<file path="src/rtl/ptw_pkg.sv">
package ptw_pkg;

    localparam int ENTRY_W   = 64;
    localparam int BIT_PRES  = 0;
    localparam int BIT_WR    = 1;
    localparam int BIT_USR   = 2;
    localparam int BIT_LARGE = 7;
    localparam int BIT_NX    = 63;

    typedef enum logic [2:0] {
        FLT_NONE     = 3'd0,
        FLT_NONCANON = 3'd1,
        FLT_ABSENT   = 3'd2,
        FLT_WRPROT   = 3'd3,
        FLT_PRIV     = 3'd4
    } fault_e;

    typedef enum logic [1:0] {
        ST_IDLE  = 2'd0,
        ST_ISSUE = 2'd1,
        ST_WAIT  = 2'd2,
        ST_DONE  = 2'd3
    } walk_state_e;

endpackage

</file>
<file path="src/rtl/ptw_va_decode.sv">
module ptw_va_decode #(
    parameter int VA_W   = 48,
    parameter int OFF_W  = 12,
    parameter int IDX_W  = 9,
    parameter int LEVELS = 4,
    parameter int LVL_W  = 2
) (
    input  logic [63:0]       check_va,
    input  logic [63:0]       walk_va,
    input  logic [LVL_W-1:0]  level,
    output logic              canonical,
    output logic [IDX_W-1:0]  index
);
    localparam int TOP_BIT = OFF_W + LEVELS * IDX_W;

    logic [IDX_W-1:0] idx_arr [LEVELS];

    // level 0 takes the highest slice of the walked address
    for (genvar l = 0; l < LEVELS; l++) begin : g_slice
        assign idx_arr[l] = walk_va[OFF_W + (LEVELS-1-l)*IDX_W +: IDX_W];
    end

    assign index = idx_arr[level];

    logic [63-VA_W+1:0] sign_ext;
    assign sign_ext  = check_va[63:VA_W-1];
    assign canonical = (&sign_ext) || (~|sign_ext);

    logic unused_va;
    assign unused_va = ^{check_va[VA_W-2:0], walk_va[63:TOP_BIT], walk_va[OFF_W-1:0]};

endmodule

</file>
<file path="src/rtl/ptw_entry_eval.sv">
module ptw_entry_eval
    import ptw_pkg::*;
#(
    parameter int PA_W   = 52,
    parameter int OFF_W  = 12,
    parameter int IDX_W  = 9,
    parameter int LEVELS = 4,
    parameter int LVL_W  = 2,
    parameter logic [LEVELS-1:0] LARGE_MASK = 4'b0110
) (
    input  logic [ENTRY_W-1:0] entry,
    input  logic [LVL_W-1:0]   level,
    input  logic               is_write,
    input  logic               is_user,
    input  logic [63:0]        vaddr,
    output fault_e             fault,
    output logic               leaf,
    output logic [PA_W-OFF_W-1:0] next_frame,
    output logic [PA_W-1:0]    paddr
);
    localparam int SH_ROOT = OFF_W + (LEVELS-1)*IDX_W;

    logic [PA_W-1:0] pa_arr [LEVELS];

    // a leaf at level l passes through every address bit below its index
    for (genvar l = 0; l < LEVELS; l++) begin : g_leaf_pa
        localparam int SH = OFF_W + (LEVELS-1-l)*IDX_W;
        assign pa_arr[l] = {entry[PA_W-1:SH], vaddr[SH-1:0]};
    end

    always_comb begin
        if (!entry[BIT_PRES]) begin
            fault = FLT_ABSENT;
        end else if (is_write && !entry[BIT_WR]) begin
            fault = FLT_WRPROT;
        end else if (is_user && !entry[BIT_USR]) begin
            fault = FLT_PRIV;
        end else begin
            fault = FLT_NONE;
        end
    end

    assign leaf       = (level == LVL_W'(LEVELS-1)) || (entry[BIT_LARGE] && LARGE_MASK[level]);
    assign next_frame = entry[PA_W-1:OFF_W];
    assign paddr      = pa_arr[level];

    logic unused_bits;
    assign unused_bits = ^{entry[ENTRY_W-1:PA_W], entry[OFF_W-1:BIT_LARGE+1],
                           entry[BIT_LARGE-1:BIT_USR+1], vaddr[63:SH_ROOT]};

endmodule

</file>
<file path="src/rtl/pt_walker.sv">
module pt_walker
    import ptw_pkg::*;
#(
    parameter int VA_W   = 48,
    parameter int PA_W   = 52,
    parameter int OFF_W  = 12,
    parameter int IDX_W  = 9,
    parameter int LEVELS = 4,
    parameter int LVL_W  = $clog2(LEVELS),
    parameter int FRAME_W = PA_W - OFF_W
) (
    input  logic                clk,
    input  logic                rst_n,
    input  logic                req_valid,
    output logic                req_ready,
    input  logic [63:0]         req_vaddr,
    input  logic                req_write,
    input  logic                req_user,
    input  logic [FRAME_W-1:0]  root_frame,
    output logic                mem_req_valid,
    output logic [PA_W-1:0]     mem_req_addr,
    input  logic                mem_resp_valid,
    input  logic [ENTRY_W-1:0]  mem_resp_data,
    output logic                rsp_valid,
    output logic [PA_W-1:0]     rsp_paddr,
    output logic [2:0]          rsp_flags,
    output logic [2:0]          rsp_fault,
    output logic [LVL_W-1:0]    rsp_level
);
    localparam int ENTRY_BYTES_LOG = OFF_W - IDX_W;

    typedef struct packed {
        walk_state_e        st;
        logic [63:0]        va;
        logic               wr;
        logic               usr;
        logic [FRAME_W-1:0] base;
        logic [LVL_W-1:0]   lvl;
        logic [PA_W-1:0]    pa;
        logic [2:0]         flags;
        fault_e             flt;
    } walk_s;

    walk_s q, d;

    logic             va_canon;
    logic [IDX_W-1:0] va_index;
    fault_e           ev_fault;
    logic             ev_leaf;
    logic [FRAME_W-1:0] ev_next;
    logic [PA_W-1:0]  ev_paddr;

    ptw_va_decode #(
        .VA_W(VA_W), .OFF_W(OFF_W), .IDX_W(IDX_W), .LEVELS(LEVELS), .LVL_W(LVL_W)
    ) i_decode (
        .check_va  (req_vaddr),
        .walk_va   (q.va),
        .level     (q.lvl),
        .canonical (va_canon),
        .index     (va_index)
    );

    ptw_entry_eval #(
        .PA_W(PA_W), .OFF_W(OFF_W), .IDX_W(IDX_W), .LEVELS(LEVELS), .LVL_W(LVL_W)
    ) i_eval (
        .entry      (mem_resp_data),
        .level      (q.lvl),
        .is_write   (q.wr),
        .is_user    (q.usr),
        .vaddr      (q.va),
        .fault      (ev_fault),
        .leaf       (ev_leaf),
        .next_frame (ev_next),
        .paddr      (ev_paddr)
    );

    always_comb begin
        d             = q;
        mem_req_valid = 1'b0;
        case (q.st)
            ST_IDLE: begin
                if (req_valid) begin
                    d.va    = req_vaddr;
                    d.wr    = req_write;
                    d.usr   = req_user;
                    d.base  = root_frame;
                    d.lvl   = '0;
                    d.pa    = '0;
                    d.flags = '0;
                    if (!va_canon) begin
                        d.flt = FLT_NONCANON;
                        d.st  = ST_DONE;
                    end else begin
                        d.flt = FLT_NONE;
                        d.st  = ST_ISSUE;
                    end
                end
            end
            ST_ISSUE: begin
                mem_req_valid = 1'b1;
                d.st          = ST_WAIT;
            end
            ST_WAIT: begin
                if (mem_resp_valid) begin
                    if (ev_fault != FLT_NONE) begin
                        d.flt = ev_fault;
                        d.st  = ST_DONE;
                    end else if (ev_leaf) begin
                        d.pa    = ev_paddr;
                        d.flags = {mem_resp_data[BIT_NX], mem_resp_data[BIT_USR], mem_resp_data[BIT_WR]};
                        d.st    = ST_DONE;
                    end else begin
                        d.base = ev_next;
                        d.lvl  = q.lvl + 1'b1;
                        d.st   = ST_ISSUE;
                    end
                end
            end
            default: begin
                d.st = ST_IDLE;
            end
        endcase
    end

    always_ff @(posedge clk) begin
        if (!rst_n) begin
            q <= '0;
        end else begin
            q <= d;
        end
    end

    assign req_ready    = (q.st == ST_IDLE);
    assign mem_req_addr = {q.base, va_index, {ENTRY_BYTES_LOG{1'b0}}};
    assign rsp_valid    = (q.st == ST_DONE);
    assign rsp_paddr    = q.pa;
    assign rsp_flags    = q.flags;
    assign rsp_fault    = q.flt;
    assign rsp_level    = q.lvl;

    // ---------------- assertions ----------------
    logic outst_q;
    always_ff @(posedge clk) begin
        if (!rst_n) begin
            outst_q <= 1'b0;
        end else if (mem_req_valid) begin
            outst_q <= 1'b1;
        end else if (mem_resp_valid) begin
            outst_q <= 1'b0;
        end
    end

    p_one_read_r8: assert property (@(posedge clk) disable iff (!rst_n)
        mem_req_valid |-> !outst_q);

    p_busy_after_accept_r8: assert property (@(posedge clk) disable iff (!rst_n)
        (req_valid && req_ready) |=> !req_ready);

    p_result_pulse_r8: assert property (@(posedge clk) disable iff (!rst_n)
        rsp_valid |=> (!rsp_valid && req_ready));

    p_noncanon_r2: assert property (@(posedge clk) disable iff (!rst_n)
        (req_valid && req_ready &&
         !((&req_vaddr[63:VA_W-1]) || (~|req_vaddr[63:VA_W-1])))
        |=> (rsp_valid && rsp_fault == FLT_NONCANON && rsp_level == '0 && !mem_req_valid));

    p_fault_clean_r6: assert property (@(posedge clk) disable iff (!rst_n)
        (rsp_valid && rsp_fault != FLT_NONE) |-> (rsp_paddr == '0 && rsp_flags == '0));

endmodule

</file>
<file path="config.mk">
export PLATFORM = sky130hd
export DESIGN_NAME = pt_walker
export DESIGN_NICKNAME = d
export VERILOG_FILES = /design/src/rtl/ptw_pkg.sv /design/src/rtl/ptw_va_decode.sv /design/src/rtl/ptw_entry_eval.sv /design/src/rtl/pt_walker.sv
export SDC_FILE = /design/constraint.sdc
export NUM_CORES = 1
export LEC_CHECK = 0
export CAP_MARGIN = 20
export CORE_MARGIN = 3
export CORE_UTILIZATION = 50
export CTS_BUF_LIST = sky130_fd_sc_hd__clkbuf_16
export CTS_CLUSTER_SIZE = 10
export DETAILED_ROUTE_END_ITERATION = 8
export DONT_BUFFER_PORTS = 1
export GPL_TIMING_DRIVEN = 0
export PLACE_DENSITY = 0.77
export SLEW_MARGIN = 0
export SYNTH_ARGS = -nofsm -noshare
export SYNTH_HDL_FRONTEND = slang
export SYNTH_SLANG_ARGS = --single-unit
</file>
<file path="constraint.sdc">
create_clock -name clk -period 3.4 [get_ports clk]
set_input_delay 0.51 -clock clk [delete_from_list [all_inputs] [get_ports clk]]
set_output_delay 0.51 -clock clk [all_outputs]
set_load 0.01 [all_outputs]
</file>
==> After elaboration in Yosys (flattened, before gate mapping) <==
Index checks and enable logic that the tools add are counted.
{ "classes": {"addsub": 1, "bitwise": 1, "n_shift": 0, "div_mod_pow": 0, "n_mux": 25, "n_eq_ne": 10, "n_reduce_logical": 18, "n_mul": 0, "n_lt_le_gt_ge": 2} }
{ "ops": {"columns": ["cell", "count"], "rows": [
  ["one-hot mux 100 bit (2 select lines)", 1],
  ["two-way mux 168 bit", 1],
  ["binary-select mux 52 bit (select 2 bit)", 1],
  ["two-way mux 52 bit", 2],
  ["two-way mux 100 bit", 1],
  ["two-way mux 97 bit", 1],
  ["two-way mux 55 bit", 1],
  ["two-way mux 42 bit", 1],
  ["binary-select mux 9 bit (select 2 bit)", 1],
  ["two-way mux 9 bit", 2],
  ["AND reduction 17 bit", 1],
  ["OR reduction 17 bit", 1],
  ["two-way mux 3 bit", 4],
  ["inequality test 2 bit (second input constant)", 6],
  ["AND reduction 5 bit", 2],
  ["two-way mux 2 bit", 4],
  ["equality test 2 bit (second input constant)", 3],
  ["one-hot mux 2 bit (3 select lines)", 1],
  ["AND reduction 2 bit", 2],
  ["AND reduction 4 bit", 1],
  ["greater-or-equal comparator 3 bit (second input constant)", 1],
  ["logical AND 1 bit", 3],
  ["zero test 1 bit", 3],
  ["< comparator 2 x 3 -> 1 bit (second input constant)", 1],
  ["other kinds (9)", 12]
]} }
{ "word_totals": {"mem_bits_ro": 0, "memories": 0, "inputBits": 174, "latch_bits": 0, "ff_bits": 168, "ramBits": 0} }

==> Longest topological paths before layout <==
Gate-level depths: netlist of run 1.
{ "depth": {"word_depth": 9, "ltp_mapped": 7} }

==> By module <==
From an unflattened synthesis of run 1, not the netlist that was laid out.
{ "unflattened": {"cells_unflattened": 883, "hier_area_um2": 8229.1} }
{ "modules_own_cells": {"columns": ["module", "area_each_um2", "cells_each", "seq_area_each_um2", "n_inst"], "rows": [
  ["pt_walker", 7014.2, 758, 3363.2, 1],
  ["ptw_entry_eval", 915.9, 102, 0.0, 1],
  ["ptw_va_decode", 299.0, 23, 0.0, 1]
]} }

==> Worst setup path after synthesis of run 1 <==
No wires, ideal clock.
{ "synth_timing": {"kind": "reg2out", "start": "register q (netlist bit rsp_level[0])", "end": "output mem_req_addr[10]", "t_arrival_ns": 1.612, "path_slack_ns": 1.278, "stages_incl_launch_ff": 4, "n_path_buf": 2, "path_cell_list": "dfxtp_1 > clkbuf_1 > buf_1 > mux4_2"} }
{ "synth_via": {"elab_chain_len": 4} }
{ "synth_lines": {"columns": ["item", "line", "rtl"], "rows": [
  ["from (decl)", "pt_walker.sv:44", "walk_s q, d;"],
  ["from (signal assigned)", "pt_walker.sv:127", "q <= '0;"],
  ["from (signal assigned)", "pt_walker.sv:129", "q <= d;"],
  ["NOT 2 -> 3 bit (implied by the code)", "ptw_va_decode.sv:23", "assign index = idx_arr[level];"],
  ["binary-select mux 9 bit (select 2 bit)", "ptw_va_decode.sv:23", null],
  ["two-way mux 9 bit (implied by the code) (2 in a row)", "ptw_va_decode.sv:23", null],
  ["to (decl)", "pt_walker.sv:21", "output logic [PA_W-1:0] mem_req_addr,"]
]} }
Every way passes these cells. The select of a mux whose other input is x is not followed.

==> Worst setup path in the final report of run 1 <==
{ "layout_timing": {"start": "register q (netlist bit rsp_level[1])", "end": "output mem_req_addr[11]"} }
Same word-level chain as after synthesis.

==> impl_metrics.json, run 1 <==
{
  "status": "completed",
  "avgRoutedWirePerCell_um": 20.0,
  "synth_edf_count": 0,
  "holdPathStages": 2,
  "portBuffers": 0,
  "met3_length_um": 2080,
  "cp_data_arrival_time_ns": 2.36,
  "yosys_warnings": 0,
  "hold_class": "input port to flip-flop",
  "cp-end-kind": "output port",
  "cp_max_fo": 10,
  "rsz0062_at_grt": "no",
  "critPathRequiredTime_ns": 2.89,
  "tightest_slew_ns": 0.777,
  "area_growth_pct": 11.7,
  "cts_buffers": 17,
  "nets": 1053,
  "period_needed_ns": 2.87,
  "synth_area_um2": 7340,
  "grt_pass1_vias": 5688,
  "fin_skew_ns": 0.00982,
  "finalSetupTns_ns": 0,
  "top_layer": "met4",
  "fmaxAchievable_mhz": 349,
  "cts_resized": 0,
  "place.detailed.hpwl_um": 16300,
  "drive_gt1_share_pct": 20.5,
  "ys_seq_area_share_pct": 41.4,
  "grt_antenna_before_repair": 0,
  "ir_drop_uv": 395,
  "leakage_uw": 0.00337,
  "rows": 43,
  "drtIter0Drc": 329,
  "r2r-start": "rsp_level[1]",
  "die_w_um": 127,
  "synth_seq_cells": 152,
  "r2r_slack_ns": 0.67,
  "n_antenna_cell": 0,
  "place_inst": 1039,
  "viasPerCell": 5.64,
  "cts_root_buf": "clkbuf_16",
  "wl_met1_um": 8740,
  "ant_nets": 0,
  "power_density_nw_per_um2": 602,
  "syn_inst": 857,
  "synth_flop_cell": "dfxtp_1",
  "grt_start_max_net_pins": 17,
  "async_flop_share_pct": 0,
  "min_to": "q[134]",
  "die-area_um2": 16200,
  "clock_path_buffers": 2,
  "final_cell_count_no_fill": 1071,
  "io_pins": 289,
  "cts.clk_slew.worst_paths_ns": 0.07,
  "timing.max_slew.rel_slack_pct": 48.0,
  "wl_met2_um": 10000,
  "insertion_delay_ns": 0.43,
  "drc": 0,
  "cts-hold-fix-buffers": 0,
  "post_cts_buffers": 0,
  "die_h_um": 127,
  "via_count": 6045,
  "grt_pass1_wl_um": 32200,
  "cts.sinks": 152,
  "coreArea_um2": 14100,
  "cts_max_level": 4,
  "min-delay-start": "req_vaddr[32]",
  "timing.setup.critical_path_class": "flip-flop to output port",
  "gr-usage-all-layers_pct": 25.7,
  "hold_viol_final": 0,
  "final-setup-viol-count": 0,
  "overflow": 0,
  "dr.pass1.iters": 7,
  "cts_tree": "yes",
  "r2r-end": "mem_req_addr[31]",
  "wl_um": 21500,
  "worst_setup_path_start_kind": "flip-flop",
  "finalCritPeriodShare_pct": 84.3,
  "ff2ff_path_depth": 6,
  "drv_slew": 0,
  "initial_core_util_pct": 52.1,
  "startpoint": "rsp_level[1]",
  "maxCapViolations": 0,
  "ys_types": 37,
  "gp_congestion": 0.905,
  "synth.avg_cell_area_um2": 8.57
}
-- worst max-delay path, stage by stage, from the launching register on --
cell and delay [ns]:
dfxtp_1 0.48, clkbuf_1 0.46, buf_1 0.52, mux4_2 0.46
-- Yosys cell counts, drive strengths merged, types with 2 or more instances --
master	number	area share [%]
nand2	207	11
dfxtp	152	41
buf	119	12
a21oi	56	3.8
mux2i	55	7.5
nor2	50	2.6
clkbuf	46	2.4
a22oi	41	4.2
a211oi	40	4.1
mux2	27	4.1
nand3	14	0.95
mux4	9	2.8
nand4	6	0.51
nand2b	5	0.43
nor2b	4	0.34
nor4	4	0.34
a21o	2	0.20
and2	2	0.17
nor3	2	0.14
o21bai	2	0.20
o41ai	2	0.49
-- state kept, by name, summed over array words and instances, names as in the netlist --
| register | flops |
|---|---|
| rsp_flags | 3 |
| rsp_level | 2 |
| rsp_fault | 3 |
| rsp_paddr | 52 |
| q | 52 |
| mem_req_addr | 40 |
-- power by group --
part | internal, uW | total [uW] | switching [uW]
Sequential | 1920 | 2020 | 92.0
Combinational | 368 | 915 | 547
Clock | 1230 | 2010 | 776
Total | 3520 | 4940 | 1410
-- worst max-delay path by stage --
stage,endpoint,slack (ns)
floorplan,mem_req_addr[10],1.28
global placement,mem_req_addr[12],0.74
detailed placement,mem_req_addr[12],0.67
CTS,mem_req_addr[5],0.52
global route,mem_req_addr[6],0.40
finish,mem_req_addr[11],0.53
-- cell type report --
cell class,count,area [um2]
Clock buffer,17,425
Tap cell,180,225
Buffer,165,1020
Fill cell,1307,5900
Multi-Input combinational cell,541,3280
Sequential cell,152,3040
Inverter,1,3.75
Clock inverter,15,199
-- routing by layer --
| metal | global-route usage (%) | vias to the layer above |
|---|---|---|
| met4 | 9.65 | 0 |
| met2 | 41.0 | 290 |
| met1 | 31.9 | 2842 |
| met5 | 0 | - |
| met3 | 9.66 | 38 |
| li1 | - | 2875 |
-- metrics by stage --
step	total power, uW	hold slack [ns]	area [um2]	utilization [%]	worst slack (ns)
final	4940	0.212	8200	58.2	0.532
after global routing	5150	0.197	8200	58.2	0.396
after CTS	4960	0.198	8200	58.2	0.520
after detailed placement	2960	0.447	7580	53.7	0.675
after global placement	2950	0.440	7580	53.7	0.735
after floorplan	2750	0.433	7350	-	1.28
-- logic make-up after synthesis --
logic type,count (synthesis),synth area share [%]
muxes,91,14.4
AOI/OAI and AO/OA,149,13.6
DFF,152,41.4
adders and majority gates,1,0.170
and+or+nand+nor,297,16.3
other,1,0.0511
buffers and inverters,166,14.0
-- placed cells by master, fill, tap and decap left out, types with 5 or more instances in the layout --
cell and instances:
a211oi_1 40, mux4_2 9, mux2_2 27, a22oi_1 41
dfxtp_1 152, clkbuf_1 46, a21oi_1 56, buf_4 103
nand3_1 14, clkbuf_16 17, nand4_1 6, mux2i_1 55
nand2_1 207, nand2b_1 5, buf_2 12, nor2_1 50
Power figures use the tool's default switching activity.
==> run 2, diff against run 1 <==
- clock period: 3.4 -> 2.9 ns (I/O delays scaled with it)
==> run 2 against run 1 <==
Sequential share of layout area decreased by 0.10 points. Utilization increased by 0.16 points. Combinational power increased by 18%. Register-to-register slack got worse by 0.31 ns. Largest cell class unchanged.
==> impl_metrics.json, run 2 (synthesized netlist as in run 1, its figures left out) <==
{
  "final_common_cell": "nand2_1",
  "intPower_uw": 4140,
  "grt_antenna_before_repair": 0,
  "overflow": 0,
  "cts.sinks": 152,
  "cts.clk_slew.worst_paths_ns": 0.07,
  "avgRoutedWirePerCell_um": 20.0,
  "r2r_slack_ns": 0.36,
  "r2r-end": "mem_req_addr[31]",
  "place_area_um2": 7580,
  "finalCritPeriodShare_pct": 89.7,
  "portBuffers": 0,
  "startpoint": "rsp_level[1]",
  "swShare_pct": 28.6,
  "gp_congestion": 0.905,
  "drv_slew": 0,
  "rsz0062_at_grt": "no",
  "ir_drop_uv": 462,
  "finalSetupTns_ns": 0,
  "final_cell_mix": "nand2_1 (207), dfxtp_1 (152), buf_4 (103), a21oi_1 (56), mux2i_1 (55)",
  "power_density_nw_per_um2": 705,
  "ant_nets": 0,
  "place.detailed.hpwl_um": 16300,
  "timing.setup.critical_path_class": "flip-flop to output port",
  "worst_setup_path_start_kind": "flip-flop",
  "ff2ff_path_depth": 7,
  "rows": 43,
  "initial_core_util_pct": 52.1,
  "grt_pass1_wl_um": 32200,
  "setup_ws_ns": 0.298,
  "n_antenna_cell": 0,
  "grt_start_max_net_pins": 17,
  "final-setup-viol-count": 0,
  "status": "completed",
  "multi_input_area_um2": 3280,
  "regArea_um2": 3040,
  "cts_max_level": 4,
  "r2r-start": "rsp_level[1]",
  "die_h_um": 127,
  "via_count": 6043,
  "clock_path_buffers": 2,
  "cp-endpoint": "mem_req_addr[5]",
  "fmaxAchievable_mhz": 384,
  "fin_area_um2": 8220,
  "dr.pass1.iters": 5,
  "period_needed_ns": 2.60,
  "cp_data_arrival_time_ns": 2.17,
  "cts_buffers": 17,
  "tightest_slew_ns": 0.763,
  "hold_viol_final": 0,
  "viasPerCell": 5.64,
  "io_pins": 289,
  "insertion_delay_ns": 0.43,
  "maxCapViolations": 0,
  "leakage_uw": 0.00339,
  "timing.max_slew.rel_slack_pct": 48.9,
  "cp-end-kind": "output port",
  "die-area_um2": 16200,
  "die_w_um": 127,
  "fillers": 1307,
  "cp_max_fo": 10,
  "hold_class": "input port to flip-flop",
  "drc": 0,
  "area_growth_pct": 12.0,
  "dp_slack_ns": 0.175,
  "wl_um": 21500,
  "combPwrFrac_pct": 18.7,
  "cts_tree": "yes",
  "gr-usage-all-layers_pct": 25.7,
  "nets": 1054,
  "drtIter0Drc": 345,
  "clockPowerShare_pct": 40.5,
  "cts_root_buf": "clkbuf_16",
  "p_seq_share_pct": 40.8,
  "critPathRequiredTime_ns": 2.47,
  "coreArea_um2": 14100,
  "fin_skew_ns": 0.00994,
  "grt_pass1_vias": 5688,
  "drive_gt1_share_pct": 20.9,
  "p_switching_uw": 1660
}
## run 2: per-stage QoR
step / total power (uW) / util [%] / instances / hold slack [ns]
finish: 5800 / 58.3 / 1072 / 0.138
global route: 6050 / 58.3 / 1072 / 0.122
CTS: 5810 / 58.2 / 1071 / 0.123
detailed placement: 3470 / 53.7 / 1039 / 0.447
global placement: 3460 / 53.7 / 1039 / 0.440
floorplan: 3220 / - / 859 / 0.433
## run 2: worst min path at each step
| stage | startpoint | end | cells after the start | slack (ns) |
|---|---|---|---|---|
| 6_report | req_vaddr[32] | q[134] | 2 | 0.14 |
| 5_1_grt | req_vaddr[24] | q[126] | 2 | 0.12 |
| 4_1_cts | req_vaddr[32] | q[134] | 2 | 0.12 |
| 3_5_place_dp | q[111] | q[111] | 2 | 0.45 |
| 3_3_place_gp | q[104] | rsp_paddr[2] | 2 | 0.44 |
| 2_1_floorplan | q[141] | q[141] | 2 | 0.43 |
## run 2: cell type report
type	count	area share, %
multi-input cells	541	39.9
flip-flops and latches	152	37.0
plain buffers	165	12.4
clock buffers	17	5.17
well taps	180	2.74
clock inverters	15	2.42
repair buffers	1	0.243
inverters	1	0.0456
## run 2: metal layers
layer / share of wire, % / global-route usage (%)
met5: 0 / 0
met4: 3.3 / 9.65
met3: 9.1 / 9.66
met2: 47 / 41.0
met1: 41 / 31.9
## run 2: worst max-delay path: stages (launching register included)
cell and delay, ns:
dfxtp_1 0.49, clkbuf_1 0.46, clkbuf_2 0.37, mux4_2 0.42
## run 2: power by group through the flow
stage / registers, uW / clock network (uW) / logic, uW
6_report: 2370 / 2350 / 1080
5_1_grt: 2380 / 2480 / 1190
4_1_cts: 2360 / 2380 / 1070
3_5_place_dp: 2410 / 0 / 1070
3_3_place_gp: 2400 / 0 / 1050
2_1_floorplan: 2370 / 0 / 851
## run 2: repair_timing
item | in CTS | in global routing
setup endpoints to repair | 0 | 16
gates resized for setup | 0 | 3
setup buffers | 0 | 1
hold buffers | 0 | 0
